**src/rtl/smb_ptr_pkg.sv**
```systemverilog
// Shared types and constants of the pointer-register bus slave.
// Assumes a 2-bit strap code from a three-level pad receiver.
package smb_ptr_pkg;

    localparam logic [4:0] DEV_ADDR_HI = 5'b01011;

    localparam logic [1:0] STRAP_LOW  = 2'b00;
    localparam logic [1:0] STRAP_OPEN = 2'b01;
    localparam logic [1:0] STRAP_HIGH = 2'b10;

    typedef enum logic [2:0] {
        ST_IDLE,
        ST_ADDR,
        ST_ADDR_ACK,
        ST_WR,
        ST_WR_ACK,
        ST_RD,
        ST_IGNORE
    } bus_st_e;

    // Map the strap code to the low address pair {A1,A0}
    function automatic logic [1:0] strap_to_lo(input logic [1:0] code);
        logic [1:0] lo;
        case (code)
            STRAP_LOW:  lo = 2'b10;
            STRAP_HIGH: lo = 2'b01;
            default:    lo = 2'b00;
        endcase
        return lo;
    endfunction

endpackage

```
**src/rtl/smb_line_sync.sv**
```systemverilog
// Synchronises SCL and SDA into the block clock and flags edges,
// START and STOP. Assumes the bus is much slower than clk.
module smb_line_sync #(
    parameter int SYNC_STAGES = 2
) (
    input  logic clk,
    input  logic rst_n,
    input  logic scl_i,
    input  logic sda_i,
    output logic scl_s,
    output logic sda_s,
    output logic scl_rise,
    output logic scl_fall,
    output logic start_det,
    output logic stop_det
);
    logic [SYNC_STAGES-1:0] scl_pipe;
    logic [SYNC_STAGES-1:0] sda_pipe;
    logic                   scl_d;
    logic                   sda_d;

    // Shift pad levels through the synchroniser; idle bus is high
    always_ff @(posedge clk) begin
        if (!rst_n) begin
            scl_pipe <= '1;
            sda_pipe <= '1;
        end else begin
            scl_pipe <= {scl_pipe[SYNC_STAGES-2:0], scl_i};
            sda_pipe <= {sda_pipe[SYNC_STAGES-2:0], sda_i};
        end
    end

    // Keep the previous synchronised level for edge detection
    always_ff @(posedge clk) begin
        if (!rst_n) begin
            scl_d <= 1'b1;
            sda_d <= 1'b1;
        end else begin
            scl_d <= scl_s;
            sda_d <= sda_s;
        end
    end

    assign scl_s     = scl_pipe[SYNC_STAGES-1];
    assign sda_s     = sda_pipe[SYNC_STAGES-1];
    assign scl_rise  = scl_s & ~scl_d;
    assign scl_fall  = ~scl_s & scl_d;
    assign start_det = scl_s & scl_d & sda_d & ~sda_s;
    assign stop_det  = scl_s & scl_d & ~sda_d & sda_s;

endmodule

```
**src/rtl/smb_strap_latch.sv**
```systemverilog
// Captures the low device-address pair from the strap while reset
// is held, and holds it until the next reset.
module smb_strap_latch
    import smb_ptr_pkg::*;
(
    input  logic       clk,
    input  logic       rst_n,
    input  logic [1:0] strap_i,
    output logic [1:0] addr_lo
);
    // Follow the strap only during reset
    always_ff @(posedge clk) begin
        if (!rst_n) begin
            addr_lo <= strap_to_lo(strap_i);
        end
    end

    AST_ADDR_LO_HELD: assert property (@(posedge clk) disable iff (!rst_n)
        $past(rst_n) |-> $stable(addr_lo));

endmodule

```
**src/rtl/smb_regfile.sv**
```systemverilog
// Register file with one write port and two combinational read ports.
// Out-of-range reads return zero and out-of-range writes are dropped.
module smb_regfile #(
    parameter int         NUM_REGS = 16,
    parameter logic [7:0] DEF_SEED = 8'h40
) (
    input  logic       clk,
    input  logic       rst_n,
    input  logic       we,
    input  logic [7:0] waddr,
    input  logic [7:0] wdata,
    input  logic [7:0] raddr_a,
    output logic [7:0] rdata_a,
    input  logic [7:0] raddr_b,
    output logic [7:0] rdata_b
);
    localparam int IDX_W = (NUM_REGS > 1) ? $clog2(NUM_REGS) : 1;

    logic [7:0] mem [NUM_REGS];

    // Load defaults on reset, else store one addressed byte
    always_ff @(posedge clk) begin
        for (int i = 0; i < NUM_REGS; i++) begin
            if (!rst_n) begin
                mem[i] <= DEF_SEED + 8'(i);
            end else if (we && (waddr == 8'(i))) begin
                mem[i] <= wdata;
            end
        end
    end

    // Range-checked read ports
    always_comb begin
        rdata_a = (32'(raddr_a) < NUM_REGS) ? mem[raddr_a[IDX_W-1:0]] : 8'h00;
        rdata_b = (32'(raddr_b) < NUM_REGS) ? mem[raddr_b[IDX_W-1:0]] : 8'h00;
    end

    AST_REG0_DEFAULT: assert property (@(posedge clk) disable iff (!rst_n)
        !$past(rst_n) |-> (mem[0] == DEF_SEED));
    AST_SINGLE_WRITE: assert property (@(posedge clk) disable iff (!rst_n)
        we |=> !we);

endmodule

```
**src/rtl/smb_slave_fsm.sv**
```systemverilog
// Bus protocol engine: address match, pointer load, register write
// strobe and read shifting. Acts on synchronised edge pulses and
// launches SDA changes only on SCL falling edges.
module smb_slave_fsm
    import smb_ptr_pkg::*;
(
    input  logic       clk,
    input  logic       rst_n,
    input  logic       scl_s,
    input  logic       sda_s,
    input  logic       scl_rise,
    input  logic       scl_fall,
    input  logic       start_det,
    input  logic       stop_det,
    input  logic [1:0] addr_lo,
    input  logic [7:0] rf_rdata,
    output logic [7:0] ptr,
    output logic       rf_we,
    output logic [7:0] rf_wdata,
    output logic       sda_oe
);
    bus_st_e    state;
    logic [3:0] bit_cnt;
    logic [7:0] shreg;
    logic [7:0] txreg;
    logic [1:0] byte_idx;
    logic       rw;
    logic       addr_hit;
    logic       byte_done;

    assign addr_hit  = (shreg[7:1] == {DEV_ADDR_HI, addr_lo});
    assign byte_done = scl_fall && (bit_cnt == 4'd8);

    // Main protocol sequencer
    always_ff @(posedge clk) begin
        if (!rst_n) begin
            state    <= ST_IDLE;
            bit_cnt  <= '0;
            shreg    <= '0;
            txreg    <= '0;
            byte_idx <= '0;
            rw       <= 1'b0;
            ptr      <= '0;
            sda_oe   <= 1'b0;
        end else if (start_det) begin
            state    <= ST_ADDR;
            bit_cnt  <= '0;
            byte_idx <= '0;
            sda_oe   <= 1'b0;
        end else if (stop_det) begin
            state   <= ST_IDLE;
            bit_cnt <= '0;
            sda_oe  <= 1'b0;
        end else begin
            case (state)
                ST_ADDR: begin
                    if (scl_rise) begin
                        shreg   <= {shreg[6:0], sda_s};
                        bit_cnt <= bit_cnt + 4'd1;
                    end else if (byte_done) begin
                        if (addr_hit) begin
                            state  <= ST_ADDR_ACK;
                            sda_oe <= 1'b1;
                            rw     <= shreg[0];
                        end else begin
                            state <= ST_IGNORE;
                        end
                    end
                end
                ST_ADDR_ACK: begin
                    if (scl_fall) begin
                        if (rw) begin
                            state   <= ST_RD;
                            sda_oe  <= ~rf_rdata[7];
                            txreg   <= {rf_rdata[6:0], 1'b0};
                            bit_cnt <= 4'd1;
                        end else begin
                            state   <= ST_WR;
                            sda_oe  <= 1'b0;
                            bit_cnt <= '0;
                        end
                    end
                end
                ST_WR: begin
                    if (scl_rise) begin
                        shreg   <= {shreg[6:0], sda_s};
                        bit_cnt <= bit_cnt + 4'd1;
                    end else if (byte_done) begin
                        state <= ST_WR_ACK;
                        if (byte_idx == 2'd0) begin
                            ptr <= shreg;
                        end
                        if (byte_idx != 2'd2) begin
                            sda_oe   <= 1'b1;
                            byte_idx <= byte_idx + 2'd1;
                        end
                    end
                end
                ST_WR_ACK: begin
                    if (scl_fall) begin
                        state   <= ST_WR;
                        sda_oe  <= 1'b0;
                        bit_cnt <= '0;
                    end
                end
                ST_RD: begin
                    if (byte_done) begin
                        state  <= ST_IGNORE;
                        sda_oe <= 1'b0;
                    end else if (scl_fall) begin
                        sda_oe  <= ~txreg[7];
                        txreg   <= {txreg[6:0], 1'b0};
                        bit_cnt <= bit_cnt + 4'd1;
                    end
                end
                default: begin
                    sda_oe <= 1'b0;
                end
            endcase
        end
    end

    // Write strobe for the second data byte of a write frame
    always_comb begin
        rf_we    = (state == ST_WR) && byte_done && (byte_idx == 2'd1)
                   && !start_det && !stop_det;
        rf_wdata = shreg;
    end

    AST_OE_RISE_SCL_LOW: assert property (@(posedge clk) disable iff (!rst_n)
        $rose(sda_oe) |-> !scl_s);
    AST_OE_FALL_SCL_LOW: assert property (@(posedge clk) disable iff (!rst_n)
        $fell(sda_oe) |-> (!scl_s || $past(start_det || stop_det)));
    AST_IGNORE_RELEASED: assert property (@(posedge clk) disable iff (!rst_n)
        (state == ST_IGNORE) |-> !sda_oe);
    AST_PTR_AFTER_RESET: assert property (@(posedge clk) disable iff (!rst_n)
        !$past(rst_n) |-> (ptr == 8'h00));
    AST_START_RESTARTS: assert property (@(posedge clk) disable iff (!rst_n)
        start_det |=> (state == ST_ADDR && !sda_oe));

endmodule

```
**src/rtl/smb_ptr_slave.sv**
```systemverilog
// Top of the pointer-register bus slave: line synchroniser, strap
// capture, protocol engine and register file. SDA is open-drain.
module smb_ptr_slave #(
    parameter int         NUM_REGS    = 16,
    parameter logic [7:0] DEF_SEED    = 8'h40,
    parameter int         SYNC_STAGES = 2
) (
    input  logic       clk,
    input  logic       rst_n,
    input  logic       scl_i,
    input  logic       sda_i,
    output logic       sda_o,
    output logic       sda_oe,
    input  logic [1:0] strap_i,
    input  logic [7:0] hst_addr,
    output logic [7:0] hst_rdata
);
    logic       scl_s, sda_s, scl_rise, scl_fall, start_det, stop_det;
    logic [1:0] addr_lo;
    logic [7:0] ptr, ptr_rdata, rf_wdata;
    logic       rf_we;

    assign sda_o = 1'b0;

    smb_line_sync #(.SYNC_STAGES(SYNC_STAGES)) u_sync (
        .clk(clk), .rst_n(rst_n), .scl_i(scl_i), .sda_i(sda_i),
        .scl_s(scl_s), .sda_s(sda_s), .scl_rise(scl_rise),
        .scl_fall(scl_fall), .start_det(start_det), .stop_det(stop_det)
    );

    smb_strap_latch u_strap (
        .clk(clk), .rst_n(rst_n), .strap_i(strap_i), .addr_lo(addr_lo)
    );

    smb_slave_fsm u_fsm (
        .clk(clk), .rst_n(rst_n), .scl_s(scl_s), .sda_s(sda_s),
        .scl_rise(scl_rise), .scl_fall(scl_fall), .start_det(start_det),
        .stop_det(stop_det), .addr_lo(addr_lo), .rf_rdata(ptr_rdata),
        .ptr(ptr), .rf_we(rf_we), .rf_wdata(rf_wdata), .sda_oe(sda_oe)
    );

    smb_regfile #(.NUM_REGS(NUM_REGS), .DEF_SEED(DEF_SEED)) u_rf (
        .clk(clk), .rst_n(rst_n), .we(rf_we), .waddr(ptr),
        .wdata(rf_wdata), .raddr_a(ptr), .rdata_a(ptr_rdata),
        .raddr_b(hst_addr), .rdata_b(hst_rdata)
    );

endmodule

```
**config.mk**
```make
export PLATFORM = sky130hd
export DESIGN_NAME = smb_ptr_slave
export DESIGN_NICKNAME = d
export VERILOG_FILES = /design/src/rtl/smb_ptr_pkg.sv /design/src/rtl/smb_line_sync.sv /design/src/rtl/smb_strap_latch.sv /design/src/rtl/smb_regfile.sv /design/src/rtl/smb_slave_fsm.sv /design/src/rtl/smb_ptr_slave.sv
export SDC_FILE = /design/constraint.sdc
export NUM_CORES = 1
export LEC_CHECK = 0
export BUFFER_PORTS_ARGS = -buffer_cell sky130_fd_sc_hd__buf_4
export CORE_MARGIN = 2
export CORE_UTILIZATION = 25
export CTS_BUF_LIST = sky130_fd_sc_hd__clkbuf_16
export CTS_CLUSTER_SIZE = 12
export DETAILED_ROUTE_END_ITERATION = 8
export GPL_TIMING_DRIVEN = 0
export PLACE_DENSITY = 0.44
export REMOVE_ABC_BUFFERS = 1
export SYNTH_ARGS = -nofsm -noshare
export SYNTH_HDL_FRONTEND = slang
export SYNTH_HIERARCHICAL = 1
export SYNTH_SLANG_ARGS = --single-unit
```
**constraint.sdc**
```tcl
create_clock -name clk -period 4 [get_ports clk]
set_clock_uncertainty 0.1 [all_clocks]
set_input_delay 0 -clock clk [delete_from_list [all_inputs] [get_ports clk]]
set_output_delay 0 -clock clk [all_outputs]
set_load 0.01 [all_outputs]
```
* Word level (Yosys, flattened, before mapping)
Memories as Yosys holds them, arrays and structs flattened. A register that Yosys moved wholly into a read port is not among the register bits.
Index checks and enable logic that the tools add are counted.
** Storage, ports and cells
- Register bits :: 43
- Bits in writable memories :: 128
- Input port bits :: 14
- Output and inout port bits :: 10
- Logic and storage cells :: 246
- Memories :: 1
** Memory list
- u_rf.mem :: words 16, width 8, rd ports 2, clocked after Yosys merged registers in 1, write ports 16, RTL line smb_regfile.sv:19 : logic [7:0] mem [NUM_REGS];
** Cells by class
- Add/subtract/negate cells :: 2
- Order comparisons :: 2
- Equal/unequal tests :: 46
- Muxes and demuxes :: 106
- Bitwise gates (word level) :: 33
- Reductions and logical operators :: 42
** Operator list (count)
- 8-bit two-way mux :: 22
- 8-bit by 4-bit equality test with 1-bit output (second input constant) :: 8
- 1-bit two-way mux :: 63
- 8-bit by 3-bit equality test with 1-bit output (second input constant) :: 4
- 4-bit two-way mux :: 7
- 3-bit two-way mux :: 9
- 1-bit logical AND :: 21
- 2-bit by 1-bit != test with 1-bit output (second input constant) :: 10
- 4-bit by 1-bit != test with 1-bit output (second input constant) :: 5
- 6-bit AND reduction :: 3
- 8-bit by 2-bit equality test with 1-bit output (second input constant) :: 2
- 8-bit by 5-bit less-than comparator with 1-bit output (second input constant) :: 2
- 1-bit bitwise OR :: 16
- 4-bit one-hot mux with 4 select lines :: 1
- 8-bit one-hot mux with 2 select lines :: 1
- 8-bit AND reduction :: 2
- 3-bit one-hot mux with 5 select lines :: 1
- 1-bit inverter :: 10
- 9-bit AND reduction :: 1
- 8-bit by 1-bit equality test with 1-bit output (second input constant) :: 1
- 8-bit zero test :: 1
- 2-bit != test (second input constant) :: 4
- 4-bit by 2-bit != test with 1-bit output (second input constant) :: 2
- 1-bit bitwise AND :: 7
- other kinds (23) :: 28

* Logic depth before layout (Yosys ltp)
Gate-level depths: netlist of run 1.
- Depth after elaboration :: 12
- Gate-level depth with buffers :: 9
- Gate-level depth less buffers :: 7

* Hierarchy
The synthesis of run 1 kept the hierarchy.
** By module, submodules not included
- smb_regfile :: instances 1, cells each 519, area each 7179.4 sq um, sequential area each 3843.7 sq um
- smb_slave_fsm :: instances 1, cells each 206, area each 1843.0 sq um, sequential area each 680.7 sq um
- smb_line_sync :: instances 1, cells each 16, area each 190.2 sq um, sequential area each 120.1 sq um
- smb_strap_latch :: instances 1, cells each 5, area each 81.3 sq um, sequential area each 60.1 sq um
- smb_ptr_slave :: instances 1, cells each 2, area each 11.3 sq um, sequential area each 0.0 sq um

* Worst setup path before layout of run 1
No wires, ideal clock.
- Path kind :: register to register
- Start point :: register u_sync.scl_pipe[1]
- End point :: memory u_rf.mem[1][0], enable pin
- Library setup time :: 384 ps
- Arrival time :: 2566 ps
- Data required time :: 3516 ps
- Path slack :: 950 ps
- Cell stages (with the launch flop) :: 9
- Path buffers :: 1
- Clock period less this slack :: 3050 ps
- Cells stage by stage :: dfxtp_1 -> and4b_1 -> nor2_1 -> and3_1 -> and3_1 -> buf_1 -> nand2_1 -> or3_1 -> o21ai_0
** RTL lines
- start: declaration :: RTL line smb_line_sync.sv:17 : logic [SYNC_STAGES-1:0] scl_pipe;
- start signal: assignment :: RTL line smb_line_sync.sv:28 : scl_pipe <= {scl_pipe[SYNC_STAGES-2:0], scl_i};
- end: declaration :: RTL line smb_regfile.sv:19

==> flow_summary.toml, run 1 <==
[min_path]
hold_depth = 1
min_path_type = "flip-flop to flip-flop"
hold_path_startpoint = "u_sync/sda_pipe[0]"
min_to = "u_sync/sda_pipe[1]"

[global_route]
antenna_found_initial = 2
grt_max_degree = 55
track_usage_pct = 14.29
grt_pass1_wl_um = 40270
grt_pass1_vias = 5884
grt-ovfl-total = 0

[drt]
drt_iter0_drc = 489
drt_wl_total_um = 27050
ant_nets = 0
vias = 6152
dr.pass1.iters = 5
via_per_inst = 5.022
wl_per_cell_um = 22.08
drc = 0

[logic_synthesis]
syn_area_mm2 = 0.009305
synth_edf_count = 130
synth-xor-area-share_pct = 0.2824
synth_top_area_cell = "edfxtp_1"
yosys_warnings = 6
ys_seq_area_share_pct = 50.56
synthMuxAreaShare_pct = 17.75
async_flop_share_pct = 0
synth_compound_area_share_pct = 7.436
synth_area_leaders = "edfxtp_1 (42%), mux4_2 (12%), dfxtp_1 (8.6%)"
synthCells = 748
yosys_most_used_dff = "edfxtp_1"
yosys.area_share.simple_pct = 19.30
ys_ff_latch = 170
synth_fa_ha_area_share_pct = 0.8068
yosysMostFrequentCell = "edfxtp_1"
syn_avg_cell_area_um2 = 12.44
synth_top_area_share_pct = 41.95
netlist-cell-type-count = 62
synth_commonest_cells = "edfxtp_1 (130), and2_1 (85), mux4_2 (50)"
synth_top_family_by_area = "simple AND/OR/NAND/NOR gates"

[place]
dpl.cell_count = 1182
port_buffers = 22
gp_congestion = 0.7729
place_hpwl_um = 17630

[floorplanning]
initial_core_util_pct = 25.42
fp.coreArea_mm2 = 0.03661
die-width_um = 196.9
row_count = 70
dieArea_mm2 = 0.03878
io_pins = 24
die-height_um = 196.9

[final_layout]
drive_gt1_share_pct = 17.62
n_fill_cell = 3742
regArea_mm2 = 0.004710
multi_input_area_mm2 = 0.004259
post_layout_nonfiller_instances = 1225
nNetsFinal = 762
synthToLayoutAreaGrowth_pct = 12.41

[sta]
hold_ws_ps = 310.2
hold_viol = 0
slew_headroom_pct = 13.44
fin_crit_ps = 3726
grt_setup_unrepaired = "false"
setup_viol = 0
finalCritPeriodShare_pct = 93.15
tightest_slew_ps = 1285
fmax_mhz = 268.4
slew_viol_final = 0

[worst_setup_path]
r2r.worst_path.cells = 2
path_class = "flip-flop to flip-flop"
arrival_ps = 3670
r2r_setup_slack_ps = 270
cp_data_required_time_ps = 3950
cp_max_fo = 31
r2r-start = "u_fsm/ptr[1]"
cp-end-kind = "flip-flop"
rr_endpoint = "u_rf/mem[11][5]"
start_kind = "flip-flop"

[clocking]
cts.sinks = 170
cts_setup_buffers = 0
h-tree-depth = 4
clk_pin_slew_ps = 70
cts_made_buffers = 17
cts_buffer_depth = 2
root_buffer = "clkbuf_16"
clock_latency_ps = 430
cts_tree = "yes"

[status]
status = "finished clean"

[power]
leakage_nw = 3.308
vdd_drop_max_uv = 253.7
p_per_area_mw_per_mm2 = 366.3
p_total_w = 0.003831

[job]
cap_violations = 0
## what timing repair did
action,4_1_cts,5_1_grt
setup endpoints to repair,0,3
hold endpoints to repair,15,0
resized for setup,0,1
hold buffers,8,0
## layout by cell type, fill, tap and decap left out, types with 3 or more instances in the layout
cell type | synthesis | final
inv_6 | 0 | 6
clkbuf_16 | 0 | 17
clkinvlp_4 | 0 | 3
o31ai_2 | 0 | 3
buf_4 | 10 | 28
mux2i_1 | 48 | 48
nand2b_1 | 12 | 12
edfxtp_1 | 130 | 130
ha_1 | 6 | 6
dfxtp_1 | 40 | 38
o21ai_0 | 18 | 11
dlygate4sd3_1 | 0 | 8
or3_1 | 49 | 49
inv_1 | 8 | 8
a211oi_1 | 3 | 3
clkinv_4 | 0 | 3
nor2b_1 | 27 | 27
a22oi_1 | 28 | 28
and4b_1 | 3 | 3
nor3_1 | 6 | 6
nand3_1 | 39 | 39
mux2_2 | 4 | 4
nand2_1 | 23 | 23
and3_1 | 6 | 6
and2_1 | 85 | 85
nor2_1 | 28 | 28
a21oi_1 | 5 | 5
o22ai_1 | 3 | 3
o211ai_1 | 14 | 14
o211a_1 | 7 | 7
mux4_2 | 50 | 50
o21ai_1 | 0 | 7
## critical path: stages, from the launching register on
cell and delay, ps:
dfxtp_2 960, nand2_1 960, o21ai_0 1290
## through the flow
| step | TNS (ps) | util [%] | setup WS, ps | instance area (um2) |
|---|---|---|---|---|
| 2_1_floorplan | 0 | - | 177.1 | 8985 |
| 3_3_place_gp | -228720 | 26.59 | -2156 | 9736 |
| 3_5_place_dp | 0 | 26.78 | 146.3 | 9803 |
| 4_1_cts | 0 | 28.54 | 104.9 | 10450 |
| 5_1_grt | 0 | 28.56 | 55.23 | 10460 |
| 6_report | 0 | 28.57 | 274.1 | 10460 |
## cell families (layout without fill, tap and decap cells)
family / count (synthesis) / after routing
XOR/XNOR: 3 / 3
buffers and inverters: 72 / 79
flip-flops: 170 / 170
AO/OA/AOI/OAI: 94 / 94
adder cells (fa/ha/maj): 6 / 6
AND/OR/NAND/NOR: 300 / 300
multiplexers: 102 / 102
other: 1 / 3
## registers in the layout, indices dropped and copies added (netlist names)
register / cells
u_fsm/bit_cnt: 4
u_fsm/byte_idx: 2
u_fsm/ptr: 8
u_fsm/rf_wdata: 8
u_fsm/rw: 1
u_fsm/sda_oe: 1
u_fsm/state: 3
u_fsm/txreg: 7
u_rf/mem: 128
u_strap/addr_lo: 2
u_sync/scl_d: 1
u_sync/scl_pipe: 2
u_sync/sda_d: 1
u_sync/sda_pipe: 2
## metal layers
| layer | up-vias | track usage, % | routed length, um |
|---|---|---|---|
| li1 | 2853 | - | - |
| met1 | 3129 | 19.83 | 12410 |
| met2 | 151 | 22.67 | 13020 |
| met3 | 19 | 2.379 | 1155 |
| met4 | 0 | 4.762 | 469 |
| met5 | - | 0 | 0 |
## how the worst max path moves through the flow
stage,start,to,cells after the start
after CTS,u_fsm/state[0],u_rf/mem[1][7],7
final,u_fsm/ptr[1],u_rf/mem[11][5],2
after global routing,u_sync/sda_pipe[1],u_rf/mem[10][3],6
after detailed placement,u_fsm/state[0],u_rf/mem[1][5],7
after floorplan,u_fsm/ptr[0],u_rf/mem[7][0],2
after global placement,u_fsm/ptr[0],u_rf/mem[3][5],2
## area by class of cell
type | instances | area share, %
flip-flops and latches | 170 | 45.02
multi-input cells | 506 | 40.72
well taps | 468 | 5.598
clock buffers | 17 | 4.067
repair buffers | 38 | 2.871
clock inverters | 15 | 1.328
inverters | 9 | 0.3469
diodes | 2 | 0.04785
## where the power goes
part           internal [W]  switching [W]  total [W]
Clock              0.000868       0.000752    0.00162
Combinational      0.000101       0.000142   0.000243
Sequential          0.00194      0.0000293    0.00197
(Power assumes the default switching activity.)
==> run 2, diff against run 1 <==
--- a/config.mk
+++ b/config.mk
@@ -7,12 +7,12 @@
 export LEC_CHECK = 0
 export BUFFER_PORTS_ARGS = -buffer_cell sky130_fd_sc_hd__buf_4
 export CORE_MARGIN = 2
-export CORE_UTILIZATION = 25
+export CORE_UTILIZATION = 52
 export CTS_BUF_LIST = sky130_fd_sc_hd__clkbuf_16
 export CTS_CLUSTER_SIZE = 12
 export DETAILED_ROUTE_END_ITERATION = 8
 export GPL_TIMING_DRIVEN = 0
-export PLACE_DENSITY = 0.44
+export PLACE_DENSITY = 0.73
 export REMOVE_ABC_BUFFERS = 1
 export SYNTH_ARGS = -nofsm -noshare
 export SYNTH_HDL_FRONTEND = slang
==> run 2 against run 1 <==
Net effect:
- clock power barely moved
- via count increased by 4.3%
- global-route usage up 11 points
- cell count fell by 21%
- first-iteration DRC count up 47%
- cell area down 3.2%
- combinational power fell by 8%
- total power up 0.16%
- wire length fell by 15%
==> flow_summary.toml, run 2 (synthesized netlist as in run 1, its figures left out) <==
[power]
clockPowerShare_pct = 42.8
leakage_nw = 3.322
switching_share_pct = 21.57
pwr-share-comb_pct = 5.8
p_per_area_mw_per_mm2 = 378.9
sequentialPowerShare_pct = 51.4
cell_internal_pwr_w = 0.003010
vdd_drop_max_uv = 332.9
power_switching_w = 0.0008277
p_total_w = 0.003838

[floorplanning]
dieArea_mm2 = 0.01898
die-width_um = 137.8
fp.coreArea_mm2 = 0.01742
initial_core_util_pct = 53.43
io_pins = 24
die-height_um = 137.8
row_count = 48

[global_route]
grt_pass1_wl_um = 35530
grt-ovfl-total = 0
grt_max_degree = 55
antenna_found_initial = 0
use_met3_pct = 6.107
grt_pass1_vias = 6275
use_met1_pct = 34.24
grtUsageMet2_pct = 40.69
track_usage_pct = 25.77
grt_busiest_layer = "met2"

[drt]
drt_wl_total_um = 22890
via_per_inst = 6.593
dr.pass1.iters = 6
drt_iter0_drc = 721
wl_per_cell_um = 23.52
ant_nets = 0
drc = 0
vias = 6415

[min_path]
hold_path_startpoint = "strap_i[0]"
min_path_type = "primary input to flip-flop"
min_to = "u_strap/addr_lo[0]"
hold_depth = 3

[place]
place_hpwl_um = 14970
port_buffers = 22
gp_congestion = 0.8731

[worst_setup_path]
path_class = "flip-flop to flip-flop"
cp_data_required_time_ps = 3940
r2r.worst_path.cells = 5
cp-end-kind = "flip-flop"
r2r_setup_slack_ps = 300
timing.critical_path.buf_inv = 0
path_cells = "nor2b_1 > and3_1 > and3_1 > nand4_1 > o21ai_0"
slowest_delay_ps = 1170
cpLargestDelayFamily = "simple AND/OR/NAND/NOR gates"
r2r-start = "u_fsm/state[0]"
crit_top_cell = "and3_1"
cp_max_fo = 21
rr_endpoint = "u_rf/mem[12][6]"
start_kind = "flip-flop"
cpMaxStageDelayCell = "o21ai_0"
arrival_ps = 3640

[final_layout]
regMostFlops = "u_rf/mem"
antennaDiodeCount = 0
layout_common_cells = "edfxtp_1 (130), and2_1 (85), mux4_2 (50)"
final_common_cell = "edfxtp_1"
largest_reg_flops = 128
synthToLayoutAreaGrowth_pct = 8.861
final_util_pct = 58.16
drive_gt1_share_pct = 16.31
nNetsFinal = 755

[sta]
finalCritPeriodShare_pct = 92.44
fin_crit_ps = 3698
slew_viol_final = 0
setup_viol = 0
tightest_slew_ps = 1411
grt_setup_unrepaired = "false"
slew_headroom_pct = 4.918
fmax_mhz = 270.4
hold_viol = 0

[clocking]
cts_made_buffers = 17
cts.sinks = 170
cts_buffer_depth = 2
root_buffer = "clkbuf_16"
clock_latency_ps = 440
cts_tree = "yes"
clk_pin_slew_ps = 60
h-tree-depth = 4

[job]
cap_violations = 0

[status]
status = "finished clean"
run 2: cell count changes in the layout (fill, tap and decap cells not counted), moves of 3 or more:
| cell | change |
|---|---|
| o31ai_1 | +3 |
| inv_6 | -6 |
| inv_1 | +3 |
| clkbuf_16 | +5 |
| buf_4 | -6 |
| clkinvlp_4 | -3 |
| o31ai_2 | -3 |
run 2: layer usage:
metal	wire length [um]	vias to the layer above	share of wire, %
met5	0	-	0
met4	736	0	3.2
met3	1852	53	8.1
met2	11050	259	48
met1	9249	3270	40
li1	-	2833	-
run 2: metrics by stage:
stage	setup TNS (ps)	setup WS (ps)	hold slack (ps)	cell area, um2	instances
5_1_grt	0	102.6	299.1	10130	973
2_1_floorplan	0	177.1	-26.96	8985	685
3_3_place_gp	-124690	-1504	81.75	9432	932
4_1_cts	0	252.5	281.9	10120	972
6_report	0	302.3	299.6	10130	973
3_5_place_dp	-4934	-239.0	91.41	9435	932
run 2: cell type report:
| type | count | area, um2 |
|---|---|---|
| flip-flops and latches | 170 | 4710 |
| fillers | 1377 | 7287 |
| clock buffers | 22 | 550.5 |
| repair buffers | 31 | 250.2 |
| inverters | 9 | 36.28 |
| multi-input cells | 506 | 4244 |
| clock inverters | 10 | 57.56 |
| well taps | 225 | 281.5 |
run 2: what timing repair did:
action	in CTS	in global routing
endpoints found under the hold margin	35	0
resized for setup	4	1
hold buffers	8	0
setup buffers	0	0
setup endpoints to repair	48	6
run 2: how the worst max path moves through the flow:
stage                               from              end  depth (start not counted)
final                     u_fsm/state[0]  u_rf/mem[12][6]                          5
after global routing        u_sync/scl_d   u_rf/mem[3][0]                          6
after CTS                 u_fsm/state[0]   u_rf/mem[1][0]                          6
after detailed placement    u_fsm/ptr[1]  u_rf/mem[11][5]                          2
after global placement      u_fsm/ptr[0]  u_rf/mem[11][4]                          2
after floorplan             u_fsm/ptr[0]   u_rf/mem[7][0]                          2
run 2: worst min-delay path, delay by kind of cell:
kind          cells  cell delay (ps)
buf+inv           2              650
simple gates      1               30
run 2: power groups by stage:
stage	clock [W]	combinational (W)	sequential, W
after floorplan	0	0.000129	0.00200
after global placement	0	0.000211	0.00201
after detailed placement	0	0.000214	0.00201
after CTS	0.00166	0.000222	0.00197
after global routing	0.00173	0.000238	0.00198
final	0.00164	0.000224	0.00197
==> run 3, diff against run 2 <==
--- a/config.mk
+++ b/config.mk
@@ -5,6 +5,7 @@
 export SDC_FILE = /design/constraint.sdc
 export NUM_CORES = 1
 export LEC_CHECK = 0
+export ABC_AREA = 1
 export BUFFER_PORTS_ARGS = -buffer_cell sky130_fd_sc_hd__buf_4
 export CORE_MARGIN = 2
 export CORE_UTILIZATION = 52
==> run 3 against run 2 <==
Net effect:
- synthesized cell count rose by 86%
- largest cell class unchanged
- utilization shrank 0.72 points
- die area up 6.6%
==> flow_summary.toml, run 3 <==
[clocking]
cts_resized = 0
cts_setup_buffers = 0
cts.sinks = 170
clk_pin_slew_ps = 60
root_buffer = "clkbuf_16"
cts_tree = "yes"
clock_latency_ps = 440
cts_made_buffers = 17
cts_buffer_depth = 2
h-tree-depth = 4

[drt]
wl_per_cell_um = 16.85
dr.pass1.iters = 5
drt_wl_total_um = 27270
ant_nets = 0
drt_iter0_drc = 1016
via_per_inst = 5.614
drc = 0
vias = 9084

[logic_synthesis]
synth_fa_ha_area_share_pct = 0.7557
netlist-cell-type-count = 29
synth_area_leaders = "edfxtp_1 (39%), nand2_1 (16%), nand3_1 (13%)"
synth_top_family_by_area = "simple AND/OR/NAND/NOR gates"
synth_commonest_cells = "nand2_1 (434), nand3_1 (251), inv_1 (194)"
synth_compound_area_share_pct = 2.670
syn_area_mm2 = 0.009935
synthMuxAreaShare_pct = 0
synthCells = 1388
ys_ff_latch = 170
yosysMostFrequentCell = "nand2_1"
synth_edf_count = 130
synth-xor-area-share_pct = 0.1763
async_flop_share_pct = 0
synth_top_area_cell = "edfxtp_1"
syn_avg_cell_area_um2 = 7.157
yosys.area_share.simple_pct = 38.36
yosys_most_used_dff = "edfxtp_1"
synth_top_area_share_pct = 39.29
ys_seq_area_share_pct = 47.36
yosys_warnings = 6

[min_path]
min_path_type = "primary input to flip-flop"

[floorplanning]
die-height_um = 142.2
io_pins = 24
initial_core_util_pct = 53.11
fp.coreArea_mm2 = 0.01871
die-width_um = 142.2
row_count = 50
dieArea_mm2 = 0.02023

[global_route]
grt_pass1_vias = 8423
antenna_found_initial = 0
grt_pass1_wl_um = 43370
track_usage_pct = 27.67
grt_max_degree = 71
grt-ovfl-total = 0

[final_layout]
synthToLayoutAreaGrowth_pct = 8.149
nNetsFinal = 1391
antennaDiodeCount = 0
final_common_cell = "nand2_1"
drive_gt1_share_pct = 6.864
layout_common_cells = "nand2_1 (434), nand3_1 (251), inv_1 (196)"
n_fill_cell = 1702
regMostFlops = "u_rf/mem"
largest_reg_flops = 128

[sta]
setup_tns_ps = 0
fmax_mhz = 289.7
finalCritPeriodShare_pct = 86.30
hold_viol = 0
setup_viol = 0
slew_viol_final = 0
grt_setup_unrepaired = "false"
slew_headroom_pct = 9.774
tightest_slew_ps = 1352
fin_crit_ps = 3452

[place]
place_hpwl_um = 17640
gp_congestion = 0.9207
port_buffers = 22

[worst_setup_path]
timing.critical_path.buf_inv = 1
path_class = "flip-flop to flip-flop"
arrival_ps = 3730
cpLargestDelayFamily = "simple AND/OR/NAND/NOR gates"
path_cells = "inv_1 > nand3_1 > nand3_1 > nand3_1 > a21oi_1 > nor2_1 > nand2_1 > nand2_1 > nor2_1 > nand3_1 > nand2_1 > nor2_1"
cp_data_required_time_ps = 4270
start_kind = "flip-flop"
cp-end-kind = "flip-flop"
slowest_delay_ps = 940
cpMaxStageDelayCell = "dfxtp_2"
crit_top_cell = "nand3_1"
cp_max_fo = 40

[status]
status = "finished clean"

[power]
leakage_nw = 4.571
p_per_area_mw_per_mm2 = 384.7
p_total_w = 0.004134
vdd_drop_max_uv = 313.7

[job]
cap_violations = 0
==> run 3: cell count changes in the layout (fill, tap and decap cells not counted), sizes merged, moves of 28 or more <==
cell / delta
a22oi: -28
mux2i: -48
nor2: +148
and2: -85
mux4: -50
inv: +195
nand2: +414
a21oi: +33
or3: -49
nor2b: -28
nand3: +211
==> run 3: final timing paths <==
path,start,end,cells past startpoint,slack [ps]
max reg2reg,u_fsm/ptr[1],u_fsm/sda_oe,12,550
min reg2reg,u_sync/scl_pipe[0],u_sync/scl_pipe[1],2,300
min,strap_i[0],u_strap/addr_lo[0],3,300
max,u_fsm/ptr[1],u_fsm/sda_oe,12,550
==> run 3: per-layer routing <==
layer	up-vias	routed length (um)	global-route usage, %	part of all wire (%)
met5	-	0	0	0
met4	0	915	11.68	3.4
met3	63	2481	5.114	9.1
met2	458	12610	44.60	46
met1	4213	11260	36.81	41
li1	4350	-	-	-
==> run 3: metrics by stage <==
stage | setup slack [ps] | hold slack, ps | util [%] | instances | instance area, um2
after global routing | 425.2 | 297.2 | 57.44 | 1618 | 10740
after global placement | -1382 | 71.49 | 54.02 | 1578 | 10100
after CTS | 682.0 | 279.9 | 57.44 | 1618 | 10740
after floorplan | 730.6 | -31.35 | - | 1322 | 9647
after detailed placement | 704.4 | 74.05 | 54.05 | 1578 | 10110
final | 547.9 | 299.7 | 57.44 | 1618 | 10740
==> run 3: timing repair <==
item | in CTS | in global routing
hold buffers | 8 | 0
setup endpoints to repair | 0 | 0
endpoints found under the hold margin | 28 | 0
==> run 3: final cells by class <==
| type | instances | area, um2 | share of cell area, % |
|---|---|---|---|
| sequential | 170 | 4710 | 43.83 |
| inverter | 205 | 769.5 | 7.162 |
| clock inverter | 15 | 128.9 | 1.199 |
| clock buffer | 17 | 425.4 | 3.959 |
| tap | 234 | 292.8 | 2.725 |
| multi-input combinational | 947 | 4173 | 38.84 |
| timing repair buffer | 30 | 245.2 | 2.283 |
==> run 3: where the power goes <==
part / internal, W / switching, W / total [W]
sequential: 0.00195 / 0.0000445 / 0.00199
combinational: 0.000178 / 0.000408 / 0.000586
clock: 0.000855 / 0.000699 / 0.00155
total: 0.00298 / 0.00115 / 0.00413
==> run 3: cell families after synthesis <==
logic type	after synthesis
AOI/OAI and AO/OA	52
xor gates and xnor gates	2
adders and majority gates	6
buffers and inverters	271
DFF	170
other	1
and+or+nand+nor	886
==> run 3: worst reg2reg max path, delay by kind of cell (launching register included) <==
kind,cells,cell delay (ps)
and+or+nand+nor,10,1370
AOI/OAI and AO/OA,1,120
buffers and inverters,1,870
DFF,1,940
